### src/rtl/srcl_pkg.sv
package srcl_pkg;

  typedef enum logic [2:0] {
    ST_FULL,
    ST_BSET,
    ST_BANK,
    ST_CSET,
    ST_RUN
  } state_e;

  localparam logic [1:0] PH_FULL = 2'd0;
  localparam logic [1:0] PH_WAIT = 2'd1;
  localparam logic [1:0] PH_BANK = 2'd2;
  localparam logic [1:0] PH_RUN  = 2'd3;

  // address map boundaries (extended space starts at EXT_LO)
  localparam int EXT_LO   = 16;
  localparam int SETUP_LO = 32;
  localparam int SETUP_HI = 48;

  function automatic logic [1:0] phase_of(state_e s);
    case (s)
      ST_FULL: return PH_FULL;
      ST_BANK: return PH_BANK;
      ST_RUN:  return PH_RUN;
      default: return PH_WAIT;
    endcase
  endfunction

  function automatic int ceil_cycles(longint hz, longint ns);
    return int'((hz * ns + 64'd999_999_999) / 64'd1_000_000_000);
  endfunction

  function automatic int max_int(int a, int b);
    return (a > b) ? a : b;
  endfunction

endpackage

### src/rtl/srcl_pin_filter.sv
module srcl_pin_filter #(
  parameter int SYNC_STAGES = 2,
  parameter int MIN_LOW     = 5
) (
  input  logic clk,
  input  logic pin_n,
  output logic rst_req
);
  localparam int CNT_W = $clog2(MIN_LOW + 1);
  localparam logic [CNT_W-1:0] LIM = CNT_W'(MIN_LOW - 1);

  logic [SYNC_STAGES-1:0] sync_q;
  logic [CNT_W-1:0]       low_cnt;

  always_ff @(posedge clk) begin
    sync_q <= {sync_q[SYNC_STAGES-2:0], pin_n};
  end

  always_ff @(posedge clk) begin
    if (sync_q[SYNC_STAGES-1]) begin
      low_cnt <= '0;
    end else if (low_cnt != LIM) begin
      low_cnt <= low_cnt + 1'b1;
    end
  end

  assign rst_req = !sync_q[SYNC_STAGES-1] && (low_cnt == LIM);
endmodule

### src/rtl/srcl_timer.sv
module srcl_timer #(
  parameter int W = 8
) (
  input  logic         clk,
  input  logic         load,
  input  logic [W-1:0] load_val,
  output logic         done
);
  logic [W-1:0] cnt_q;

  always_ff @(posedge clk) begin
    if (load) begin
      cnt_q <= load_val;
    end else if (cnt_q != '0) begin
      cnt_q <= cnt_q - 1'b1;
    end
  end

  assign done = (cnt_q == '0);
endmodule

### src/rtl/srcl_access_gate.sv
module srcl_access_gate
  import srcl_pkg::*;
#(
  parameter int ADDR_W = 8
) (
  input  state_e            state,
  input  logic              write,
  input  logic [ADDR_W-1:0] addr,
  output logic              is_ctrl,
  output logic              allow
);
  localparam logic [ADDR_W-1:0] A_EXT   = ADDR_W'(EXT_LO);
  localparam logic [ADDR_W-1:0] A_SETLO = ADDR_W'(SETUP_LO);
  localparam logic [ADDR_W-1:0] A_SETHI = ADDR_W'(SETUP_HI);

  logic in_main, in_setup;

  always_comb begin
    in_main  = (addr >= A_EXT) && (addr < A_SETHI);
    in_setup = (addr >= A_SETLO) && (addr < A_SETHI);
    is_ctrl  = (addr == '0);
    allow    = 1'b0;
    if (addr < A_EXT) begin
      allow = 1'b1;
    end else begin
      case (state)
        ST_BANK: allow = in_main;
        ST_RUN:  allow = !(in_setup && write);
        default: allow = 1'b0;
      endcase
    end
  end
endmodule

### src/rtl/staged_reset_ctrl.sv
module staged_reset_ctrl
  import srcl_pkg::*;
#(
  parameter int unsigned REF_CLK_HZ = 50_000_000,
  parameter int          SLOW_DIV   = 4,
  parameter int          ADDR_W     = 8,
  parameter int          DATA_W     = 16
) (
  input  logic              clk,
  input  logic              ext_rst_n,
  input  logic              pll_locked,
  input  logic              req_valid,
  output logic              req_ready,
  input  logic              req_write,
  input  logic [ADDR_W-1:0] req_addr,
  input  logic [DATA_W-1:0] req_wdata,
  output logic              rsp_valid,
  output logic              rsp_reject,
  output logic [DATA_W-1:0] rsp_rdata,
  output logic              fwd_valid,
  output logic              fwd_write,
  output logic [ADDR_W-1:0] fwd_addr,
  output logic [DATA_W-1:0] fwd_wdata,
  output logic              bank_rst_n,
  output logic              core_rst_n,
  output logic [1:0]        phase,
  output logic              access_err
);
  localparam int HW_MIN     = max_int(5, ceil_cycles(longint'(REF_CLK_HZ), 100));
  localparam int HOLD_CYC   = ceil_cycles(longint'(REF_CLK_HZ), 1000);
  localparam int BANK_CYC   = ceil_cycles(longint'(REF_CLK_HZ), 1000);
  localparam int CORE_CYC   = 3 * SLOW_DIV;
  localparam int TMR_MAX    = max_int(max_int(HOLD_CYC, BANK_CYC), CORE_CYC);
  localparam int TMR_W      = $clog2(TMR_MAX + 1);

  state_e             state_q, state_d;
  logic               rst_req;
  logic               tmr_load, tmr_done;
  logic [TMR_W-1:0]   tmr_val;
  logic               is_ctrl, gate_ok;
  logic               accept, ctrl_wr, legal, reject;
  logic [1:0]         cur_bits, new_bits;
  logic               err_q;
  logic [DATA_W-1:0]  rd_d;

  srcl_pin_filter #(.SYNC_STAGES(2), .MIN_LOW(HW_MIN)) u_filter (
    .clk     (clk),
    .pin_n   (ext_rst_n),
    .rst_req (rst_req)
  );

  srcl_timer #(.W(TMR_W)) u_timer (
    .clk      (clk),
    .load     (tmr_load),
    .load_val (tmr_val),
    .done     (tmr_done)
  );

  srcl_access_gate #(.ADDR_W(ADDR_W)) u_gate (
    .state   (state_q),
    .write   (req_write),
    .addr    (req_addr),
    .is_ctrl (is_ctrl),
    .allow   (gate_ok)
  );

  assign req_ready = !rst_req;
  assign accept    = req_valid && req_ready;
  assign cur_bits  = {(state_q == ST_CSET) || (state_q == ST_RUN), state_q != ST_FULL};
  assign new_bits  = req_wdata[1:0];
  assign ctrl_wr   = accept && is_ctrl && req_write;

  always_comb begin
    legal = (new_bits == 2'b00) || (new_bits == cur_bits)
         || ((new_bits == 2'b01) && (state_q == ST_FULL) && pll_locked && tmr_done)
         || ((new_bits == 2'b11) && (state_q == ST_BANK) && pll_locked);
    reject = accept && (is_ctrl ? (req_write && !legal) : !gate_ok);
  end

  // phase sequencing; control writes override settle completion
  always_comb begin
    state_d  = state_q;
    tmr_load = 1'b0;
    tmr_val  = '0;
    if (state_q == ST_BSET && tmr_done) state_d = ST_BANK;
    if (state_q == ST_CSET && tmr_done) state_d = ST_RUN;
    if (ctrl_wr && legal) begin
      if (new_bits == 2'b00) begin
        state_d  = ST_FULL;
        tmr_load = 1'b1;
        tmr_val  = TMR_W'(HOLD_CYC - 1);
      end else if (new_bits == 2'b01 && state_q == ST_FULL) begin
        state_d  = ST_BSET;
        tmr_load = 1'b1;
        tmr_val  = TMR_W'(BANK_CYC - 1);
      end else if (new_bits == 2'b11 && state_q == ST_BANK) begin
        state_d  = ST_CSET;
        tmr_load = 1'b1;
        tmr_val  = TMR_W'(CORE_CYC - 1);
      end
    end
    if (rst_req) begin
      state_d  = ST_FULL;
      tmr_load = 1'b1;
      tmr_val  = TMR_W'(HOLD_CYC - 1);
    end
  end

  always_ff @(posedge clk) begin
    state_q <= state_d;
  end

  always_ff @(posedge clk) begin
    if (rst_req) begin
      err_q <= 1'b0;
    end else if (reject) begin
      err_q <= 1'b1;
    end else if (ctrl_wr && req_wdata[2]) begin
      err_q <= 1'b0;
    end
  end

  always_comb begin
    rd_d = '0;
    if (accept && is_ctrl && !req_write) begin
      rd_d[1:0] = cur_bits;
      rd_d[2]   = err_q;
      rd_d[5:4] = phase_of(state_q);
    end
  end

  always_ff @(posedge clk) begin
    if (rst_req) begin
      rsp_valid  <= 1'b0;
      rsp_reject <= 1'b0;
      rsp_rdata  <= '0;
      fwd_valid  <= 1'b0;
    end else begin
      rsp_valid  <= accept;
      rsp_reject <= reject;
      rsp_rdata  <= rd_d;
      fwd_valid  <= accept && !is_ctrl && !reject;
    end
    fwd_write <= req_write;
    fwd_addr  <= req_addr;
    fwd_wdata <= req_wdata;
  end

  assign bank_rst_n = (state_q != ST_FULL);
  assign core_rst_n = (state_q == ST_CSET) || (state_q == ST_RUN);
  assign phase      = phase_of(state_q);
  assign access_err = err_q;
endmodule

### config.mk
export PLATFORM = sky130hd
export DESIGN_NAME = staged_reset_ctrl
export DESIGN_NICKNAME = d
export VERILOG_FILES = /design/src/rtl/srcl_pkg.sv /design/src/rtl/srcl_pin_filter.sv /design/src/rtl/srcl_timer.sv /design/src/rtl/srcl_access_gate.sv /design/src/rtl/staged_reset_ctrl.sv
export SDC_FILE = /design/constraint.sdc
export NUM_CORES = 1
export LEC_CHECK = 0
export ABC_AREA = 1
export CAP_MARGIN = 20
export CORE_ASPECT_RATIO = 1.5
export CORE_MARGIN = 4
export CORE_UTILIZATION = 23
export CTS_CLUSTER_SIZE = 16
export DETAILED_ROUTE_END_ITERATION = 7
export GPL_TIMING_DRIVEN = 0
export SLEW_MARGIN = 40
export SYNTH_ARGS = -nofsm -noshare
export SYNTH_HDL_FRONTEND = slang
export SYNTH_SLANG_ARGS = --single-unit
export TNS_END_PERCENT = 50
### constraint.sdc
create_clock -name clk -period 1.75 [get_ports clk]
set_clock_uncertainty 0.05 [all_clocks]
set_input_delay 0.175 -clock clk [delete_from_list [all_inputs] [get_ports clk]]
set_output_delay 0.175 -clock clk [all_outputs]
set_load 0.01 [all_outputs]
### Yosys cells after proc, flatten, opt, wreduce, memory -nomap -nowiden

Index checks and enable logic that the tools add are counted.

| word-level totals | value |
|---|---|
| bits of input ports | 29 |
| output and inout bits | 50 |
| bits in registers | 59 |
| logic and storage cells | 95 |

| operators by class | value |
|---|---|
| eq/ne operators | 9 |
| multiplexer cells | 24 |
| $add $sub $neg | 2 |
| bitwise operators | 1 |
| magnitude comparators | 4 |
| reduce and logical (&&, ||, !) cells | 42 |

Operators by type and width:

| operator | count |
|---|---|
| 6-bit 2-to-1 mux | 6 |
| 1-bit logical AND | 21 |
| 3-bit 2-to-1 mux | 6 |
| 1-bit 2-to-1 mux | 9 |
| 8-bit by 5-bit >= comparator with 1-bit output, second input constant | 1 |
| 8-bit by 6-bit >= comparator with 1-bit output, second input constant | 1 |
| 1-bit logical NOT | 8 |
| 8-bit logical NOT | 1 |
| 8-bit by 5-bit less-than comparator with 1-bit output, second input constant | 1 |
| 8-bit by 6-bit less-than comparator with 1-bit output, second input constant | 1 |
| 3-bit by 2-bit == test with 1-bit output, second input constant | 2 |
| 3-bit == test, second input constant | 2 |
| 6-bit logical NOT | 1 |
| 2-bit one-hot mux with 3 select lines | 1 |
| 6-bit nonzero test | 1 |
| 6-bit by 1-bit subtractor with 6-bit output, second input constant | 1 |
| 1-bit logical OR | 4 |
| 4-bit 2-to-1 mux | 1 |
| 2-bit nonzero test | 2 |
| 3-bit by 1-bit adder with 3-bit output, second input constant | 1 |
| 3-bit by 1-bit == test with 1-bit output, second input constant | 1 |
| 3-bit logical NOT | 1 |
| 3-bit inequality test, second input constant | 1 |
| 3-bit nonzero test | 1 |
| 7 further kinds | 7 |

### Logic depth before layout (Yosys ltp)

| depth | value |
|---|---|
| depth in word-level cells | 12 |
| mapped depth | 11 |
| depth with buffers taken out | 11 |

### By module

Synthesis repeated with hierarchy kept, for this count alone.

| unflattened totals | value |
|---|---|
| cell total of the unflattened synthesis | 214 |
| area total of the unflattened synthesis | 1869.3 sq um |

Modules (own cells, without submodules):

| module | sequential area each (sq um) | area an instance (sq um) | instances | cells each |
|---|---|---|---|---|
| staged_reset_ctrl | 740.7 | 1207.4 | 1 | 125 |
| srcl_timer | 180.2 | 375.4 | 1 | 45 |
| srcl_pin_filter | 100.1 | 196.4 | 1 | 25 |
| srcl_access_gate | 0.0 | 90.1 | 1 | 19 |

### Worst setup path before layout

No wires, ideal clock.

| timing | value |
|---|---|
| kind | register -> register |
| start | register u_filter.low_cnt[0] |
| end | register u_timer.cnt_q[0], enable pin |
| library setup time | 0.318 ns |
| buffers on the path | 0 |
| arrival | 1.544 ns |
| cell stages (with the launch flop) | 11 |
| path slack | -0.162 ns |
| required time | 1.382 ns |
| path through | dfxtp_1 -> inv_1 -> ha_1 -> nand2_1 -> nor2_1 -> nor2_2 -> nand3_1 -> inv_1 -> nand3_4 -> nand2_2 -> or2_1 |

| on the way | value |
|---|---|
| word-level cells in the longest chain between the ends | 10 |

Ends and longest elaborated chain:

| item | RTL line | text |
|---|---|---|
| start, declared | srcl_pin_filter.sv:13 | `logic [CNT_W-1:0] low_cnt;` |
| start signal, assigned | srcl_pin_filter.sv:23 | `low_cnt <= low_cnt + 1'b1;` |
| 3-bit == test * | srcl_pin_filter.sv:27 | `assign rst_req = !sync_q[SYNC_STAGES-1] && (low_cnt == LIM);` |
| 1-bit logical AND * | srcl_pin_filter.sv:27 |  |
| 1-bit logical NOT | staged_reset_ctrl.sv:67 | `assign req_ready = !rst_req;` |
| 1-bit logical AND | staged_reset_ctrl.sv:68 | `assign accept = req_valid && req_ready;` |
| 1-bit logical AND (2 in series) | staged_reset_ctrl.sv:71 | `assign ctrl_wr = accept && is_ctrl && req_write;` |
| 1-bit logical AND | staged_reset_ctrl.sv:87 | `if (ctrl_wr && legal) begin` |
| 1-bit 2-to-1 mux | staged_reset_ctrl.sv:87 |  |
| 1-bit 2-to-1 mux * | staged_reset_ctrl.sv:102 | `if (rst_req) begin` |
| 2-bit nonzero test (no line) * | -- |  |
| end signal, assigned | srcl_timer.sv:13 | `cnt_q <= load_val;` |
| end signal, assigned | srcl_timer.sv:15 | `cnt_q <= cnt_q - 1'b1;` |
| end, declared | srcl_timer.sv:9 | `logic [W-1:0] cnt_q;` |

Every way passes the cells marked *; elsewhere a longest branch is shown, timed or not.
A chain may end at the register's enable or synchronous reset.

### Worst setup path after layout

| timing | value |
|---|---|
| start | register u_filter.low_cnt[1] |
| end | register u_timer.cnt_q[0], enable pin |

Same word-level chain as after synthesis.

==> flow_summary.yaml <==
synthesis:
  yosysWarningCount: 0
  synthesis.area_um2: 1780
  seq_area_frac_synth: 0.574
  synth.avg_cell_area_um2: 9.56
  ys_ff_latch: 48
  syn_inst: 186
  synth_cell_types: 27
cts:
  cts.clk_slew.worst_paths_ns: 0.06
  cts_sinks: 48
  htree_levels: 2
  numCtsBuffers: 5
  cts_root_buf: "clkbuf_16"
  insertion_delay_ns: 0.29
  cts_tree: "built"
  clockBufferDepth: 2
global_routing:
  grt_start_max_net_pins: 16
  grt-ovfl-total: 0
  antenna_found_initial: 0
  grt_pass1_wl_um: 6760
  grtUsageTotal: 0.0958
  first_global_vias: 1519
die:
  coreArea_um2: 7560
  num_rows: 39
  die-area_um2: 9230
  ios: 79
  initial_core_util: 0.235
  die_h_um: 116
  die_w_um: 79.8
timing:
  fmaxAchievable_mhz: 585
  hold_viol_final: 0
  setup_slack_ns: 0.0411
  setup_violations: 0
  rsz0062_at_grt: "yes"
  fin_crit_sh: 0.977
  drv_slew: 0
  fin_crit_ns: 1.71
power_and_ir_drop:
  p_seq_frac: 0.428
  switchingPower_mw: 0.914
  intPower_mw: 2.38
  power_density_nw_per_um2: 1070
  switching_share: 0.278
  p_leak_nw: 1.36
  clkPwrFrac: 0.298
  p_comb_frac: 0.273
  vdd_drop_max_uv: 640
drt:
  vias_per_cell: 3.93
  drc: 0
  vias: 1570
  wl_um: 4640
  avgRoutedWirePerCell_um: 11.6
  ant_nets: 0
  drt_iter0_drc: 117
  dr.pass1.iters: 4
final_layout:
  antenna_cells: 0
  final_area_um2: 3080
  area_delta_synth_final_pct: 73.1
  final_common_cell: "clkdlybuf4s50_1"
  finalNetCount: 329
  final_cell_mix: "62 x clkdlybuf4s50_1, 37 x dfxtp_1, 36 x buf_4, 28 x nand2_1, 16 x nor2_1"
  drive_gt1_frac: 0.286
setup_path:
  path_class: "register to register"
  worstPathRequired_ns: 1.74
  end_kind: "register"
  cp_max_fo: 6
  cp.arrival_ns: 1.70
  cp-start-kind: "register"
placement:
  gp_congestion: 0.761
  dpl_cell_area_um2: 2630
  dpl.hpwl_um: 3350
  pre_cts_ws_ns: -0.503
  port-buffer-count: 67
min_path:
  min_path_type: "input pin to register"
run_status:
  outcome: "complete, no violations"
run:
  maxCapViolCount: 0
[synthesized netlist by cell type]
cell / count / area [µm²]
nor3_1: 1 / 5.00
nand2_2: 5 / 31.3
a21oi_1: 8 / 40.0
or2_2: 2 / 12.5
buf_4: 11 / 82.6
nand3_1: 14 / 70.1
a21oi_2: 1 / 8.76
nand3_4: 2 / 35.0
nand3b_1: 2 / 15.0
clkinv_1: 1 / 3.75
ha_1: 4 / 50.1
dfxtp_1: 42 / 841
or2_1: 2 / 12.5
nand2_4: 2 / 22.5
nand3_2: 2 / 20.0
nor2_1: 19 / 71.3
nand2_1: 30 / 113
o21ai_0: 4 / 20.0
a211oi_1: 1 / 7.51
xnor2_1: 3 / 26.3
xor2_1: 1 / 8.76
nand4_1: 1 / 6.26
o2111ai_1: 1 / 8.76
conb_1: 1 / 3.75
nor2_2: 3 / 18.8
inv_1: 17 / 63.8
edfxtp_1: 6 / 180
[registers in the layout, indices dropped and copies added, names as in the netlist, 2 cells and up]
name / cells
fwd_wdata: 16
fwd_addr: 8
u_timer.cnt_q: 6
rsp_rdata: 5
state_q: 3
u_filter.low_cnt: 3
u_filter.sync_q: 2
[critical path: stages, from the launching register on]
cell     delay, ns
dfxtp_2       0.32
inv_2         0.07
ha_4          0.14
nand2_4       0.05
nor2_4        0.20
nor2_4        0.06
nand3_2       0.10
inv_4         0.05
nand3_4       0.07
nand2_4       0.06
or2_4         0.28
[final cells by class]
type                       instances  area, µm²
tap                              102        128
multi-input combinational        119        737
fill                             746       4490
sequential                        48       1030
clock buffer                       6        139
clock inverter                     2       13.8
timing repair buffer              93        868
inverter                          18       75.1
buffer                            11       82.6
[path summary, 6_finish.rpt]
| kind | depth (start not counted) | endpoint | slack, ns | start |
|---|---|---|---|---|
| setup reg to reg | 10 | u_timer.cnt_q[0]$_DFFE_PP_ | 0.04 | u_filter.low_cnt[1]$_SDFFE_PP0P_ |
| hold reg to reg | 0 | u_filter.sync_q[1]$_DFF_P_ | 0.27 | u_filter.sync_q[0]$_DFF_P_ |
| hold / removal | 1 | fwd_wdata[1]$_DFF_P_ | 0.12 | req_wdata[1] |
| setup / recovery | 10 | u_timer.cnt_q[0]$_DFFE_PP_ | 0.04 | u_filter.low_cnt[1]$_SDFFE_PP0P_ |
[logic make-up after synthesis]
family	after synthesis	share of synthesized area
compound gates	15	0.0479
fa+ha+maj	4	0.0282
xor+xnor	4	0.0197
buf+inv	29	0.0844
flops	48	0.574
simple gates	85	0.243
other cells	1	0.00211
[per-stage QoR]
| stage | power [mW] | instances | hold WS [ns] | TNS (ns) | utilization |
|---|---|---|---|---|---|
| after floorplan | 1.84 | 196 | 0.153 | 0 | - |
| after global placement | 2.08 | 365 | 0.262 | -5.18 | 0.347 |
| after detailed placement | 2.10 | 365 | 0.264 | -5.50 | 0.347 |
| after CTS | 3.13 | 379 | 0.175 | -0.0284 | 0.380 |
| after global routing | 3.50 | 399 | 0.129 | -0.254 | 0.407 |
| final | 3.29 | 399 | 0.116 | 0 | 0.407 |
[power groups by stage]
stage | registers [mW] | clock network, mW | logic [mW]
2_1_floorplan | 1.43 | 0 | 0.412
3_3_place_gp | 1.42 | 0 | 0.660
3_5_place_dp | 1.42 | 0 | 0.675
4_1_cts | 1.40 | 1.01 | 0.723
5_1_grt | 1.42 | 1.07 | 1.01
6_report | 1.41 | 0.982 | 0.900
[metal layers]
layer	global-route usage	vias up	routed length (µm)
li1	-	792	-
met1	0.0945	729	1610
met2	0.177	42	2670
met3	0.0311	7	278
met4	0.0474	0	85
met5	0	-	0
[timing repair]
item / CTS / global route
hold buffers: 0 / 0
buffers inserted: 6 / 20
endpoints found under the setup margin: 15 / 12
gates resized for setup: 22 / 18
pin swaps: 2 / 10
cloned: 0 / 0
Note: power is estimated with default switching activity, not from simulation.
